**config.mk**
```make
export PLATFORM = sky130hd
export DESIGN_NAME = dispatch_tracker
export DESIGN_NICKNAME = d
export VERILOG_FILES = /design/src/rtl/dt_pkg.sv /design/src/rtl/dt_group_former.sv /design/src/rtl/dt_entry_table.sv /design/src/rtl/dispatch_tracker.sv
export SDC_FILE = /design/constraint.sdc
export NUM_CORES = 1
export LEC_CHECK = 0
export CORE_MARGIN = 10
export CORE_UTILIZATION = 45
export DETAILED_ROUTE_END_ITERATION = 16
export DONT_BUFFER_PORTS = 1
export GPL_TIMING_DRIVEN = 0
export PLACE_DENSITY = 0.57
export SETUP_SLACK_MARGIN = 0.1
export SLEW_MARGIN = 40
export SYNTH_ARGS = -nofsm -noshare
export SYNTH_HDL_FRONTEND = slang
export SYNTH_SLANG_ARGS = --single-unit
```
**constraint.sdc**
```tcl
create_clock -name clk -period 7.6 [get_ports clk]
set_input_delay 1.14 -clock clk [delete_from_list [all_inputs] [get_ports clk]]
set_output_delay 1.14 -clock clk [all_outputs]
set_load 0.05 [all_outputs]
```
**src/rtl/dt_pkg.sv**
```systemverilog
`timescale 1ns/1ps
package dt_pkg;
   localparam int DEF_LANES = 3;
   localparam int DEF_DEPTH = 16;
   localparam int DEF_IW    = 16;

   function automatic int slot_w(input int lanes);
      return (lanes > 1) ? $clog2(lanes) : 1;
   endfunction
endpackage

```
**src/rtl/dt_group_former.sv**
```systemverilog
`timescale 1ns/1ps
module dt_group_former #(
   parameter int LANES = dt_pkg::DEF_LANES,
   parameter int CW    = $clog2(LANES + 1)
) (
   input  logic             clk,
   input  logic             rst_n,
   input  logic [LANES-1:0] lane_vld,
   input  logic [LANES-1:0] lane_brk,
   input  logic             allow,
   output logic             accept,
   output logic [LANES-1:0] take_mask,
   output logic [CW-1:0]    take_cnt
);
   logic [LANES-1:0] join_c;

   // Membership chain: a lane joins only behind an unbroken run of members.
   assign join_c[0] = lane_vld[0];
   for (genvar i = 1; i < LANES; i++) begin : g_chain
      assign join_c[i] = join_c[i-1] & lane_vld[i] & ~lane_brk[i];
   end

   assign accept    = allow & join_c[0];
   assign take_mask = accept ? join_c : '0;

   always_comb begin
      take_cnt = '0;
      for (int i = 0; i < LANES; i++) take_cnt = take_cnt + CW'(take_mask[i]);
   end

   // members always form a contiguous run starting at slot 0
   p_contig_r2: assert property (@(posedge clk) disable iff (!rst_n)
      ((take_mask & (take_mask + 1'b1)) == '0));
endmodule

```
**src/rtl/dt_entry_table.sv**
```systemverilog
`timescale 1ns/1ps
module dt_entry_table #(
   parameter int LANES = dt_pkg::DEF_LANES,
   parameter int DEPTH = dt_pkg::DEF_DEPTH,
   parameter int AW    = $clog2(DEPTH),
   parameter int SW    = dt_pkg::slot_w(LANES)
) (
   input  logic             clk,
   input  logic             rst_n,
   input  logic             flush,
   input  logic             alloc,
   input  logic [LANES-1:0] alloc_mask,
   input  logic             fin_valid,
   input  logic [AW-1:0]    fin_gid,
   input  logic [SW-1:0]    fin_slot,
   output logic             full,
   output logic [AW-1:0]    tail,
   output logic             retire,
   output logic [AW-1:0]    head
);
   localparam int CNT_W = AW + 1;

   logic [DEPTH-1:0] vld_q;
   logic [LANES-1:0] need_q [DEPTH];
   logic [LANES-1:0] done_q [DEPTH];
   logic [AW-1:0]    head_q, tail_q;
   logic [CNT_W-1:0] cnt_q;
   logic [LANES-1:0] fin_bits;
   logic             fin_hit;

   always_comb begin
      for (int s = 0; s < LANES; s++) fin_bits[s] = (fin_slot == SW'(s));
   end

   // A report counts only for a live entry and a slot the group really owns.
   assign fin_hit = fin_valid & vld_q[fin_gid] & (|(fin_bits & need_q[fin_gid]));
   assign retire  = vld_q[head_q] & (done_q[head_q] == need_q[head_q]);
   assign full    = (cnt_q == CNT_W'(DEPTH));
   assign head    = head_q;
   assign tail    = tail_q;

   always_ff @(posedge clk or negedge rst_n) begin
      if (!rst_n) begin
         vld_q  <= '0;
         head_q <= '0;
         tail_q <= '0;
         cnt_q  <= '0;
         for (int e = 0; e < DEPTH; e++) begin
            need_q[e] <= '0;
            done_q[e] <= '0;
         end
      end else if (flush) begin
         vld_q  <= '0;
         head_q <= '0;
         tail_q <= '0;
         cnt_q  <= '0;
      end else begin
         for (int e = 0; e < DEPTH; e++) begin
            if (alloc && tail_q == AW'(e)) begin
               vld_q[e]  <= 1'b1;
               need_q[e] <= alloc_mask;
               done_q[e] <= '0;
            end else if (retire && head_q == AW'(e)) begin
               vld_q[e] <= 1'b0;
            end else if (fin_hit && fin_gid == AW'(e)) begin
               done_q[e] <= done_q[e] | fin_bits;
            end
         end
         if (alloc)  tail_q <= tail_q + 1'b1;
         if (retire) head_q <= head_q + 1'b1;
         cnt_q <= cnt_q + CNT_W'(alloc) - CNT_W'(retire);
      end
   end

   // occupancy never exceeds the table size
   p_no_overflow_r8: assert property (@(posedge clk) disable iff (!rst_n)
      (cnt_q <= CNT_W'(DEPTH)));
   // a flush leaves the table empty
   p_flush_empty_r9: assert property (@(posedge clk) disable iff (!rst_n)
      flush |=> (cnt_q == '0 && vld_q == '0));
   // a retirement advances the oldest pointer by exactly one
   p_head_step_r7: assert property (@(posedge clk) disable iff (!rst_n)
      (retire && !flush) |=> (head_q == $past(head_q) + 1'b1));
endmodule

```
**src/rtl/dispatch_tracker.sv**
```systemverilog
`timescale 1ns/1ps
module dispatch_tracker #(
   parameter int LANES = dt_pkg::DEF_LANES,
   parameter int DEPTH = dt_pkg::DEF_DEPTH,
   parameter int IW    = dt_pkg::DEF_IW,
   parameter int AW    = $clog2(DEPTH),
   parameter int SW    = dt_pkg::slot_w(LANES),
   parameter int CW    = $clog2(LANES + 1)
) (
   input  logic                clk,
   input  logic                rst_n,
   input  logic                flush,
   input  logic [LANES-1:0]    in_valid,
   input  logic [LANES-1:0]    in_brk,
   input  logic [LANES*IW-1:0] in_data,
   output logic [CW-1:0]       in_take,
   input  logic                fin_valid,
   input  logic [AW-1:0]       fin_gid,
   input  logic [SW-1:0]       fin_slot,
   output logic                grp_valid,
   output logic [AW-1:0]       grp_gid,
   output logic [CW-1:0]       grp_count,
   output logic [LANES*IW-1:0] grp_data,
   output logic                ret_valid,
   output logic [AW-1:0]       ret_gid
);
   initial begin : param_check
      if (LANES < 1 || IW < 1)
         $fatal(1, "dispatch_tracker: LANES and IW must be positive");
      if (DEPTH < 2 || DEPTH != (1 << AW))
         $fatal(1, "dispatch_tracker: DEPTH must be a power of two, at least 2");
   end

   logic             tbl_full, tbl_retire, accept;
   logic [AW-1:0]    tbl_tail, tbl_head;
   logic [LANES-1:0] take_mask;
   logic [CW-1:0]    take_cnt;
   logic [LANES*IW-1:0] pack_data;

   dt_group_former #(.LANES(LANES), .CW(CW)) u_former (
      .clk(clk), .rst_n(rst_n),
      .lane_vld(in_valid), .lane_brk(in_brk),
      .allow(!tbl_full && !flush),
      .accept(accept), .take_mask(take_mask), .take_cnt(take_cnt)
   );

   dt_entry_table #(.LANES(LANES), .DEPTH(DEPTH), .AW(AW), .SW(SW)) u_table (
      .clk(clk), .rst_n(rst_n), .flush(flush),
      .alloc(accept), .alloc_mask(take_mask),
      .fin_valid(fin_valid), .fin_gid(fin_gid), .fin_slot(fin_slot),
      .full(tbl_full), .tail(tbl_tail), .retire(tbl_retire), .head(tbl_head)
   );

   for (genvar i = 0; i < LANES; i++) begin : g_pack
      assign pack_data[i*IW +: IW] = take_mask[i] ? in_data[i*IW +: IW] : '0;
   end

   assign in_take = take_cnt;

   always_ff @(posedge clk or negedge rst_n) begin
      if (!rst_n) begin
         grp_valid <= 1'b0;
         grp_gid   <= '0;
         grp_count <= '0;
         grp_data  <= '0;
         ret_valid <= 1'b0;
         ret_gid   <= '0;
      end else begin
         grp_valid <= accept;
         ret_valid <= tbl_retire && !flush;
         if (accept) begin
            grp_gid   <= tbl_tail;
            grp_count <= take_cnt;
            grp_data  <= pack_data;
         end
         if (tbl_retire) ret_gid <= tbl_head;
      end
   end

   // a full table must stop the former from taking lanes
   p_stall_full_r8: assert property (@(posedge clk) disable iff (!rst_n)
      tbl_full |-> (in_take == '0));
   // back-to-back groups carry consecutive identifiers
   p_gid_seq_r4: assert property (@(posedge clk) disable iff (!rst_n)
      (grp_valid && $past(grp_valid)) |-> (grp_gid == $past(grp_gid) + 1'b1));
   // back-to-back retirements are in identifier order
   p_ret_order_r6: assert property (@(posedge clk) disable iff (!rst_n)
      (ret_valid && $past(ret_valid)) |-> (ret_gid == $past(ret_gid) + 1'b1));
   // nothing is dispatched or retired right after a flush
   p_flush_quiet_r9: assert property (@(posedge clk) disable iff (!rst_n)
      flush |=> (!grp_valid && !ret_valid));
endmodule

```
* Word-level counts from Yosys, hierarchy flattened
Index checks and enable logic that the tools add are counted.
** Word-level totals
- Register bits :: 185
- Logic and storage cells :: 388
- Output and inout port bits :: 62
- Bits of input ports :: 64
** Cells by class
- Multiplexer cells :: 103
- Reduce and logical (&&, ||, !) cells :: 123
- Bitwise operators :: 30
- Equality and inequality tests :: 65
- Add/sub/neg operators :: 6
- Magnitude comparators :: 4
** Operator list (count)
- $mux W3 :: 55
- $eq A4 B4 Y1 const B :: 24
- $mux W16 :: 4
- $logic_and A1 B1 Y1 :: 50
- $eq A4 B3 Y1 const B :: 12
- $or A3 B3 Y3 :: 16
- $reduce_and A3 Y1 :: 16
- $reduce_bool A3 Y1 :: 16
- $bmux W3 S4 :: 3
- $reduce_bool A2 Y1 :: 18
- $mux W1 :: 34
- $ne A2 B1 Y1 const B :: 16
- $reduce_and A2 Y1 :: 16
- $eq A4 B2 Y1 const B :: 6
- $mux W4 :: 4
- $eq A4 B1 Y1 const B :: 3
- $logic_not A4 Y1 :: 3
- $ge A5 B5 Y1 const B :: 2
- $lt A4 B5 Y1 const B :: 2
- $not A4 Y5 :: 2
- $add A4 B1 Y4 const B :: 2
- $and A1 B1 Y1 :: 8
- $bmux W1 S4 :: 2
- $add A5 B1 Y5 :: 1
- other kinds (13) :: 16

* Logic depth before layout (Yosys ltp)
Gate-level depths: netlist (run 1).
- Depth in word-level cells :: 11
- Depth in mapped cells :: 17
- Gate-level depth less buffers :: 15

* Modules after synthesis
Synthesis (run 1) repeated with hierarchy kept, for this count alone.
** Unflattened totals
- Cell total of the unflattened synthesis :: 955
- Area, all modules :: 9880.7 µm²
** Modules (own cells, without submodules)
- dt_entry_table :: area each 7443.4 µm², cells an instance 720, times used 1
- dispatch_tracker :: area each 2384.8 µm², cells an instance 230, times used 1
- dt_group_former :: area each 52.6 µm², cells an instance 5, times used 1

* Least setup slack after synthesis (run 1)
Ideal clock, no wire load.
- Path kind :: input -> output
- Start point :: input port flush
- End point :: output port in_take[0]
- Slack :: 3.400 ns
- Arrival time :: 3.060 ns
- Stages :: 6
- Cells stage by stage :: inv_1 -> o311ai_0 -> clkbuf_1 -> clkinv_1 -> clkbuf_1 -> fa_1
** On the way
- Cells in the longest elaborated chain, start to end :: 6
** RTL lines
- from (decl) :: RTL line dispatch_tracker.sv:12 : input logic flush,
- $logic_not A1 Y1 * :: RTL line dispatch_tracker.sv:43 : .allow(!tbl_full && !flush),
- $logic_and A1 B1 Y1 * :: RTL line dispatch_tracker.sv:43
- $and A1 B1 Y1 * :: RTL line dt_group_former.sv:23 : assign accept = allow & join_c[0];
- named net accept :: RTL line dispatch_tracker.sv:34 : logic tbl_full, tbl_retire, accept;
- $mux W3 * :: RTL line dt_group_former.sv:24 : assign take_mask = accept ? join_c : '0;
- $add A1 B1 Y2 :: RTL line dt_group_former.sv:28 : for (int i = 0; i < LANES; i++) take_cnt = take_cnt + CW'(take_mask[i]);
- $add A2 B1 Y2 * :: RTL line dt_group_former.sv:28
- to (decl) :: RTL line dispatch_tracker.sv:16 : output logic [CW-1:0] in_take,
Mark *: on every way through the listed nets, which the timed path passes. The rest lies on a longest branch.

* Final worst setup path (run 1)
- Start point :: register u_table.cnt_q[2]
- End point :: output port in_take[0]
** On the way
- Cells in the longest elaborated chain, start to end :: 7
** RTL lines
- from (decl) :: RTL line dt_entry_table.sv:27 : logic [CNT_W-1:0] cnt_q;
- from (signal assigned) :: RTL line dt_entry_table.sv:71 : cnt_q <= cnt_q + CNT_W'(alloc) - CNT_W'(retire);
- $eq A5 B5 Y1 * :: RTL line dt_entry_table.sv:38 : assign full = (cnt_q == CNT_W'(DEPTH));
- $logic_not A1 Y1 * :: RTL line dispatch_tracker.sv:43
- $logic_and A1 B1 Y1 * :: RTL line dispatch_tracker.sv:43
- $and A1 B1 Y1 * :: RTL line dt_group_former.sv:23
- named net accept :: RTL line dispatch_tracker.sv:34
- $mux W3 * :: RTL line dt_group_former.sv:24
- $add A1 B1 Y2 :: RTL line dt_group_former.sv:28
- $add A2 B1 Y2 * :: RTL line dt_group_former.sv:28
Marked as above.

==> run metrics, run 1 <==
most frequent cells in the layout=nand2_1, dfrtp_1, o21ai_0; f_max=199.5 MHz; worst-skew pair later-pin latency=450 ps; number of flops mapped to enable cells by yosys=0; Syn Nets=970; reg-to-reg startpoint=u_table.head[0]$_DFFE_PN0P_; status=complete, no violations; PwrDens=245.9 mW/mm^2; Adder-Cell Fraction of Synth Area=0.02361; Leak Pwr=4.390 nW; CP arrival=3870 ps; total wire length=27530 um; Final #Nets=990; Via Count=7054; r2r setup slk=3220 ps; Worst Setup End Kind=output port; largest family of logic cells by synthesized area=simple AND/OR/NAND/NOR gates; Worst EP required=6460 ps; Crit Path Max Fanout=12; CP peak stage delay=1010 ps; die area=0.02634 sq mm; Initial Util=0.4622; measured slew at the worst slew-check pin=879.1 ps; Die Ht=162.3 um; placed cell area=0.009474 sq mm; clk root buf=clkbuf_16; period utilization=0.6597; first-pass GRT wire length=42860 um; Reg-to-Reg End=u_table.cnt_q[4]$_DFF_PN0_; RSZ-0062 raised after global routing=false; Util after Layout=0.5141; layout cells sized above 1=0.1083; YS warnings=0; n_diodes=0; area grow syn2layout=11.23%; Final Wtd Congestion=1.029; GRT Total Usage=0.2114; max-cap violations=0; final setup violation count=0; Vias per Instance=5.938; TritonCTS Buffers=17; Resize count post-CTS=0; CP Class=flop to output port; Clock Path Buffers=2; HP Class=input pin to asynchronous set/reset pin; Rel. slew slack=0.4086; Synth Register Bits=185; 1st-iter DRT viols=718; Synth Area in XOR/XNOR=0.008649; number of I/O port buffers=0; most common cell after layout, fill and taps aside=nand2_1; most used cell, CP=clkbuf_1; Die W=162.3 um; top_reg_cell synth=dfrtp_1; min cycle time layout=5014 ps; Setup TNS=0 ps; io pins=126; largest net degree at the start of global routing=186; Final Instance Area=0.01014 sq mm; CP Launch Type=flop; Clock Pin Slew Worst Setup and Hold Paths=80 ps; htree depth=4; CP max stage cell=fa_1; Simple-Gate Fraction of Synth Area=0.1761; CTS tree=done; Fin. Hold Viols=0; sequential fraction of the synthesis area=0.5080; Async SR Flop Fraction=1.000; cts hold-fix bufs=0; HPWL after DPL=20340 um; vias in the first global route=7393; post-synthesis mux area share=0.1175; drt drc=0; Max VDD drop=0.0001618 V; CP cell instances=inv_1, ha_1, nand2_1, o311ai_2, buf_2, clkbuf_1, clkinv_1, clkbuf_1, fa_1; gr ovfl total=0; skew final=19.45 ps; Synth Area in Compound Gates=0.1347; fill cell count=1790; clock sink count=185; initial antenna violation count=0; post-detailed-route wirelength per cell=23.17 um; Max Slew Vio Count=0; CP Buf/Inv Count=5; Mean Syn Cell Area=10.24 sq um; Netlist cell types=45; drt pass-1 iters=6; Mapped Area=0.009114 sq mm; R2R cell count=17; largest delay contributor family on the critical path=buffers and inverters; Tot Pwr=2.492 mW; post-synthesis instance total=890; core area=0.01972 sq mm; num rows=51; antenna-violating nets left=0; post-CTS setup repair buffer count=0
[worst max-delay path by stage]
| stage | startpoint | to | slack (ps) | cells past startpoint |
|---|---|---|---|---|
| 3_5_place_dp | flush | in_take[0] | 2540 | 7 |
| 5_1_grt | u_table.cnt_q[3]$_DFF_PN0_ | in_take[0] | 2220 | 9 |
| 4_1_cts | u_table.cnt_q[2]$_DFF_PN0_ | in_take[0] | 2440 | 9 |
| 2_1_floorplan | flush | in_take[0] | 3400 | 6 |
| 6_report | u_table.cnt_q[2]$_DFF_PN0_ | in_take[0] | 2590 | 9 |
| 3_3_place_gp | u_table.cnt_q[2]$_DFF_PN0_ | in_take[0] | 2290 | 8 |
[layout make-up]
cell class | instances | area (sq um) | area share
flip-flops and latches | 185 | 4629 | 0.4567
multi-input cells | 636 | 4274 | 0.4216
clock buffers | 18 | 439.2 | 0.04332
well taps | 265 | 331.6 | 0.03271
plain buffers | 49 | 211.5 | 0.02086
clock inverters | 14 | 171.4 | 0.01691
inverters | 20 | 75.07 | 0.007406
repair buffers | 1 | 5.005 | 0.0004937
[stage by stage]
step | setup WS, ps | cells | hold WS, ps
6_report | 2586 | 1188 | 400.1
3_5_place_dp | 2537 | 1156 | 464.4
5_1_grt | 2225 | 1188 | 377.2
4_1_cts | 2439 | 1188 | 382.1
3_3_place_gp | 2291 | 1155 | 452.3
2_1_floorplan | 3401 | 890 | 437.9
[metal layers]
| layer | vias to the layer above | GRT usage | wire, um |
|---|---|---|---|
| li1 | 3220 | - | - |
| met1 | 3471 | 0.2732 | 11680 |
| met2 | 312 | 0.3233 | 12470 |
| met3 | 51 | 0.06850 | 2582 |
| met4 | 0 | 0.08354 | 787 |
| met5 | - | 0 | 0 |
[registers in the layout, summed over array words and instances, names as in the netlist]
register,flops
ret_valid,1
ret_gid,4
u_table.head,4
grp_data,48
u_table.cnt_q,5
grp_count,2
grp_gid,4
u_table.need_q,48
u_table.vld_q,16
grp_valid,1
u_table.done_q,48
u_table.tail,4
[report_power, final]
part	total, mW	internal (mW)	switching (mW)
clock network	0.900	0.455	0.445
logic	0.276	0.0998	0.177
registers	1.32	1.06	0.253
[kinds of logic (layout without fill, tap and decap cells)]
| group | count (synthesis) | after routing |
|---|---|---|
| xor+xnor | 9 | 9 |
| compound gates | 187 | 187 |
| simple gates | 358 | 358 |
| fa+ha+maj | 16 | 16 |
| mux | 66 | 66 |
| flops | 185 | 185 |
| buf+inv | 69 | 102 |
[synth_stat cells, types with 4 or more instances]
| cell | instances | area [sq um] |
|---|---|---|
| a21oi_1 | 16 | 80.08 |
| a22o_1 | 17 | 148.9 |
| a22oi_1 | 20 | 150.1 |
| and2_1 | 8 | 50.05 |
| buf_2 | 10 | 50.05 |
| clkbuf_1 | 35 | 131.4 |
| dfrtp_1 | 185 | 4629 |
| ha_1 | 14 | 175.2 |
| inv_1 | 18 | 67.56 |
| mux2_2 | 8 | 90.09 |
| mux2i_1 | 26 | 260.3 |
| mux4_2 | 32 | 720.7 |
| nand2_1 | 238 | 893.4 |
| nand2b_1 | 19 | 118.9 |
| nand3_1 | 22 | 110.1 |
| nand4_1 | 8 | 50.05 |
| nor2_1 | 16 | 60.06 |
| nor2b_1 | 12 | 75.07 |
| nor3_1 | 4 | 20.02 |
| nor3b_1 | 6 | 45.04 |
| nor4_1 | 17 | 106.4 |
| o21ai_0 | 68 | 340.3 |
| o21ai_1 | 7 | 35.03 |
| o31ai_1 | 32 | 240.2 |
| o41ai_1 | 18 | 157.7 |
| xor2_1 | 7 | 61.31 |
(Power assumes the default switching activity.)
==> inputs of run 2 (changes only) <==
--- a/config.mk
+++ b/config.mk
@@ -10,7 +10,7 @@
 export DETAILED_ROUTE_END_ITERATION = 16
 export DONT_BUFFER_PORTS = 1
 export GPL_TIMING_DRIVEN = 0
-export PLACE_DENSITY = 0.57
+export PLACE_DENSITY = 0.59
 export SETUP_SLACK_MARGIN = 0.1
 export SLEW_MARGIN = 40
 export SYNTH_ARGS = -nofsm -noshare
==> constraint.sdc (replaced) <==
create_clock -name clk -period 4.05 [get_ports clk]
set_input_delay 0.6075 -clock clk [delete_from_list [all_inputs] [get_ports clk]]
set_output_delay 0.6075 -clock clk [all_outputs]
set_load 0.05 [all_outputs]
==> run metrics, run 2 (synthesis results as in run 1) <==
status=finished, violations left; violated checks=negative hold slack; period utilization=0.9348; clock sink count=185; largest net degree at the start of global routing=186; CP cell instances=buf_6, buf_12, mux4_2, a22oi_2, nand2_2, xor2_4, nor4_4, ha_1, inv_1, ha_1, inv_1, fa_2, inv_1, a21oi_1, nor2_1, or3_1, a21oi_1; Initial Util=0.4622; RSZ-0062 raised after global routing=false; Tot Pwr=4.713 mW; number of I/O port buffers=0; io pins=126; worst-skew pair later-pin latency=440 ps; clk root buf=clkbuf_16; htree depth=4; GRT Total Usage=0.2135; 1st-iter DRT viols=666; Clock Path Buffers=2; CP Launch Type=flop; die area=0.02634 sq mm; HP Class=input pin to asynchronous set/reset pin; Rel. slew slack=0.4383; fill cell count=1741; f_max=264.1 MHz; Final Wtd Congestion=0.9619; CP max stage cell=mux4_2; skew final=12.59 ps; TritonCTS Buffers=17; Setup TNS=0 ps; Worst Setup End Kind=flop; most used cell, CP=inv_1; most common cell after layout, fill and taps aside=nand2_1; gr ovfl total=0; CP arrival=4090 ps; layout cells sized above 1=0.1547; Worst EP required=4350 ps; vias in the first global route=7275; HPWL after DPL=19750 um; CP peak stage delay=540 ps; Via Count=7172; Final #Nets=1011; Fin. Hold Viols=185; first-pass GRT wire length=43300 um; initial antenna violation count=0; most frequent cells in the layout=nand2_1, dfrtp_1, o21ai_0; antenna-violating nets left=0; CP Class=flop to flop; PwrDens=449.3 mW/mm^2; min cycle time layout=3786 ps; total wire length=27970 um; max-cap violations=0; Largest regs=grp_data x48, u_table.done_q x48, u_table.need_q x48; Max VDD drop=0.0003415 V; Crit Path Max Fanout=10; measured slew at the worst slew-check pin=834.9 ps; post-detailed-route wirelength per cell=23.11 um; drt pass-1 iters=5; Max Slew Vio Count=0; core area=0.01972 sq mm; num rows=51; Die Ht=162.3 um; Hold WS=-143.6 ps; Clock Pin Slew Worst Setup and Hold Paths=80 ps; Vias per Instance=5.927; Die W=162.3 um; drt drc=0; CTS tree=done; final setup violation count=0; Leak Pwr=4.542 nW; area grow syn2layout=15.10%
## run 2: cell count changes in the layout (fill, tap and decap cells not counted), sizes merged
cell    change
clkinv      +1
clkbuf      +1
buf        +19
diode       +1
## run 2: cell type report
cell class                      count  area, sq um  area share
Sequential cell                   185         4631      0.4414
Clock inverter                     15        177.7     0.01694
Inverter                           20        78.83    0.007514
Tap cell                          265        331.6     0.03161
Antenna cell                        1        2.502   0.0002385
Buffer                             49        256.5     0.02445
Timing Repair Buffer               22        200.2     0.01908
Multi-Input combinational cell    636         4387      0.4182
Clock buffer                       17        425.4     0.04055
## run 2: what timing repair did
item	CTS	global route
setup endpoints to repair	6	3
resized for setup	14	31
buffers inserted	3	17
hold endpoints to repair	185	185
gates cloned	0	2
pin swaps	3	13
## run 2: report_power, final
part	switching (mW)	leakage, nW	internal (mW)
Combinational	0.345	1.72	0.213
Sequential	0.475	2.52	1.99
Clock	0.850	0.293	0.836
Total	1.67	4.54	3.04
## run 2: layer usage
layer / share of wire / wire length [um] / GRT usage
met5: 0 / 0 / 0
met4: 0.023 / 645 / 0.06038
met3: 0.098 / 2750 / 0.06800
met2: 0.46 / 12800 / 0.3300
met1: 0.42 / 11770 / 0.2828
## run 2: critical path: cells and delay by family (launching register included)
kind	cells	cell delay, ps
mux	1	540
compound gates	3	380
flops	1	400
simple gates	4	760
fa+ha+maj	3	810
xor+xnor	1	220
buf+inv	5	530
## run 2: path summary, 6_finish.rpt
kind / startpoint / to / slack, ps / cells past startpoint
worst min register to register: u_table.done_q[15]$_DFFE_PN0P_ / u_table.done_q[15]$_DFFE_PN0P_ / 480 / 2
worst max-delay path: u_table.head[0]$_DFFE_PN0P_ / u_table.cnt_q[4]$_DFF_PN0_ / 260 / 17
min in group clk: in_data[14] / grp_data[14]$_DFFE_PN0P_ / 260 / 2
worst max register to register: u_table.head[0]$_DFFE_PN0P_ / u_table.cnt_q[4]$_DFF_PN0_ / 260 / 17
worst min-delay path: rst_n / u_table.need_q[47]$_DFFE_PN0P_ / -140 / 0
max in group asynchronous: rst_n / grp_gid[1]$_DFFE_PN0P_ / 3980 / 0
## run 2: metrics by stage
| stage | utilization | cells | setup WS, ps | hold slack (ps) | area, sq um |
|---|---|---|---|---|---|
| after floorplan | - | 890 | 367.6 | 311.9 | 9114 |
| after global routing | 0.5319 | 1209 | 66.10 | -165.3 | 10490 |
| after detailed placement | 0.4806 | 1155 | -365.6 | 320.5 | 9475 |
| after global placement | 0.4790 | 1155 | -710.2 | 323.4 | 9445 |
| final | 0.5320 | 1210 | 263.9 | -143.6 | 10490 |
| after CTS | 0.5160 | 1190 | 113.5 | -150.8 | 10170 |
==> inputs of run 3 (changes only) <==
--- a/config.mk
+++ b/config.mk
@@ -5,6 +5,7 @@
 export SDC_FILE = /design/constraint.sdc
 export NUM_CORES = 1
 export LEC_CHECK = 0
+export ABC_AREA = 1
 export CORE_MARGIN = 10
 export CORE_UTILIZATION = 45
 export DETAILED_ROUTE_END_ITERATION = 16
==> run metrics, run 3 <==
status=finished, violations left; violated checks=negative hold slack; Initial Util=0.4611; most common cell after layout, fill and taps aside=nand2_1; drt drc=0; reg-to-reg startpoint=u_table.head[0]$_DFFE_PN0P_; PwrDens=500.6 mW/mm^2; most used routing layer=met2; sequential fraction of the synthesis area=0.4395; Final Wtd Congestion=0.9647; Fin. Hold Viols=185; period utilization=0.9023; num rows=55; most used cell, CP=nand2_1; antenna-violating nets left=0; die area=0.02993 sq mm; HP Class=input pin to asynchronous set/reset pin; sw power=2.417 mW; Finished Layout Cells=1778; Sw Share=0.4147; n_diodes=0; CP cell instances=buf_6, buf_4, nand2_1, nand2_1, nand2_1, o21ai_1, nand2_1, nand2_2, nor2_1, nand2_1, nand2_2, nor2_8, nand2_2, inv_4, buf_6, ha_1, inv_1, ha_1, inv_1, fa_2, nor3_2, a211oi_1, xor2_1, nor2_1; top_reg_cell synth=dfrtp_1; Final #Nets=1532; Flop pwr share=0.443; met3 Use GR=0.06905; Mean Syn Cell Area=7.371 sq um; Netlist cell types=37; placed instance count=1742; CP arrival=3970 ps; measured slew at the worst slew-check pin=827.7 ps; Util after Layout=0.5097; Mapped Area=0.01053 sq mm; CP Class=flop to flop; total wire length=36670 um; Crit Path Max Fanout=10; CTS tree=done; Clock Path Buffers=2; clock share of power=0.298; Max Slew Vio Count=0; Syn Nets=1509; Max VDD drop=0.0003257 V; Via Count=9825; Rel. slew slack=0.4462; Hold WS=-149.5 ps; clk root buf=clkbuf_16; GRT Total Usage=0.2415; CP max stage cell=dfrtp_1; worst-skew pair later-pin latency=450 ps; drt pass-1 iters=5; fill cell count=2347; CP Launch Type=flop; f_max=273.7 MHz; number of flops mapped to enable cells by yosys=0; Internal=3.412 mW; Synth top area share=0.4395; initial antenna violation count=0; r2r setup slk=400 ps; launch point of the worst path=u_table.head[0]$_DFFE_PN0P_; YS warnings=0; Synth area leader=dfrtp_1; Worst Setup End Kind=flop; Die W=173 um; io pins=126; Synth Register Bits=185; max-cap violations=0; RSZ-0062 raised after global routing=false; 1st-iter DRT viols=1105; gr ovfl total=0; TritonCTS Buffers=17; list of most frequent post-synthesis cells=nand2_1, dfrtp_1, inv_1; post-detailed-route wirelength per cell=20.63 um; Setup TNS=0 ps; vias in the first global route=9530; met1 Use GR=0.3240; Comb power frac=0.258; Async SR Flop Fraction=1.000; htree depth=4; core area=0.02285 sq mm; Die Ht=173 um; dpl ws=170.2 ps; Clock Pin Slew Worst Setup and Hold Paths=80 ps; largest net degree at the start of global routing=186; min cycle time layout=3654 ps; Vias per Instance=5.526; HPWL after DPL=26360 um; most frequent cells in the layout=nand2_1, dfrtp_1, inv_1; post-synthesis instance total=1429; Synth area leaders=dfrtp_1, nand2_1, inv_1; area grow syn2layout=10.56%; number of I/O port buffers=0; Worst EP required=4360 ps; count leader, synth=nand2_1; Largest regs=grp_data x48, u_table.done_q x48, u_table.need_q x48; Leak Pwr=5.971 nW; CP peak stage delay=410 ps; skew final=12.28 ps; clock sink count=185; layout cells sized above 1=0.08464; worst setup margin=395.7 ps; GRT met2 Usage=0.3544; first-pass GRT wire length=56190 um; final setup violation count=0
-- run 3: cell types whose count changed in the layout (fill, tap and decap cells not counted), sizes merged, moves of 15 or more --
cell    before  now
mux4        32    0
o41ai       18    0
nor4        19    0
nand4        8   66
nand2      238  540
o21ai       75  101
nand2b      19    0
mux2i       26    0
a21oi       16   39
o31ai       32    0
nor2        16  109
inv         25  172
a22o        17   32
nand3       22   94
-- run 3: layer usage --
| layer | vias to the layer above | wire length (um) |
|---|---|---|
| met1 | 4601 | 15790 |
| met5 | - | 0 |
| met4 | 0 | 1390 |
| li1 | 4622 | - |
| met3 | 74 | 3944 |
| met2 | 528 | 15550 |
-- run 3: final timing paths --
check / cells after the start / to
setup reg to reg: 24 / u_table.cnt_q[4]$_DFF_PN0_
max in group asynchronous: 0 / grp_data[31]$_DFFE_PN0P_
setup / recovery: 24 / u_table.cnt_q[4]$_DFF_PN0_
min in group clk: 2 / grp_data[8]$_DFFE_PN0P_
hold / removal: 0 / u_table.head[0]$_DFFE_PN0P_
hold reg to reg: 2 / u_table.done_q[31]$_DFFE_PN0P_
-- run 3: stage by stage --
| step | instance area, sq um | total power [mW] |
|---|---|---|
| 2_1_floorplan | 10530 | 3.662 |
| 3_3_place_gp | 10930 | 4.034 |
| 3_5_place_dp | 10930 | 4.046 |
| 4_1_cts | 11540 | 5.773 |
| 5_1_grt | 11650 | 6.133 |
| 6_report | 11650 | 5.830 |
-- run 3: area by class of cell --
| cell class | count | area (sq um) | share of cell area |
|---|---|---|---|
| multi-input combinational | 1015 | 4943 | 0.4245 |
| sequential | 185 | 4629 | 0.3975 |
| inverter | 167 | 643.1 | 0.05522 |
| clock buffer | 18 | 439.2 | 0.03771 |
| buffer | 61 | 392.9 | 0.03373 |
| tap | 313 | 391.6 | 0.03363 |
| clock inverter | 14 | 168.9 | 0.01450 |
| timing repair buffer | 5 | 37.54 | 0.003223 |
-- run 3: critical path: cells and delay by family (launching register included) --
family                   cells  cell delay (ps)
AND/OR/NAND/NOR             12             1180
buffers and inverters        6              870
adder cells (fa/ha/maj)      3              770
flip-flops                   1              410
AO/OA/AOI/OAI                2              140
XOR/XNOR                     1              150
-- run 3: power by group through the flow --
| stage | clock network (mW) | logic [mW] | registers, mW |
|---|---|---|---|
| after floorplan | 0 | 1.09 | 2.58 |
| after global placement | 0 | 1.41 | 2.63 |
| after detailed placement | 0 | 1.43 | 2.62 |
| after CTS | 1.75 | 1.43 | 2.59 |
| after global routing | 1.84 | 1.67 | 2.62 |
| final | 1.74 | 1.51 | 2.58 |
-- run 3: kinds of logic after synthesis --
kind of cell / count (synthesis) / share of synthesized area
compound gates: 182 / 0.1006
fa+ha+maj: 16 / 0.02043
flops: 185 / 0.4395
buf+inv: 229 / 0.09479
xor+xnor: 3 / 0.002495
simple gates: 814 / 0.3422
-- run 3: timing repair --
action                                  4_1_cts  5_1_grt
setup buffers                                 0        5
pin swaps                                     0        1
gates resized for setup                       3       21
endpoints found under the setup margin        2        2
hold endpoints to repair                    185      185
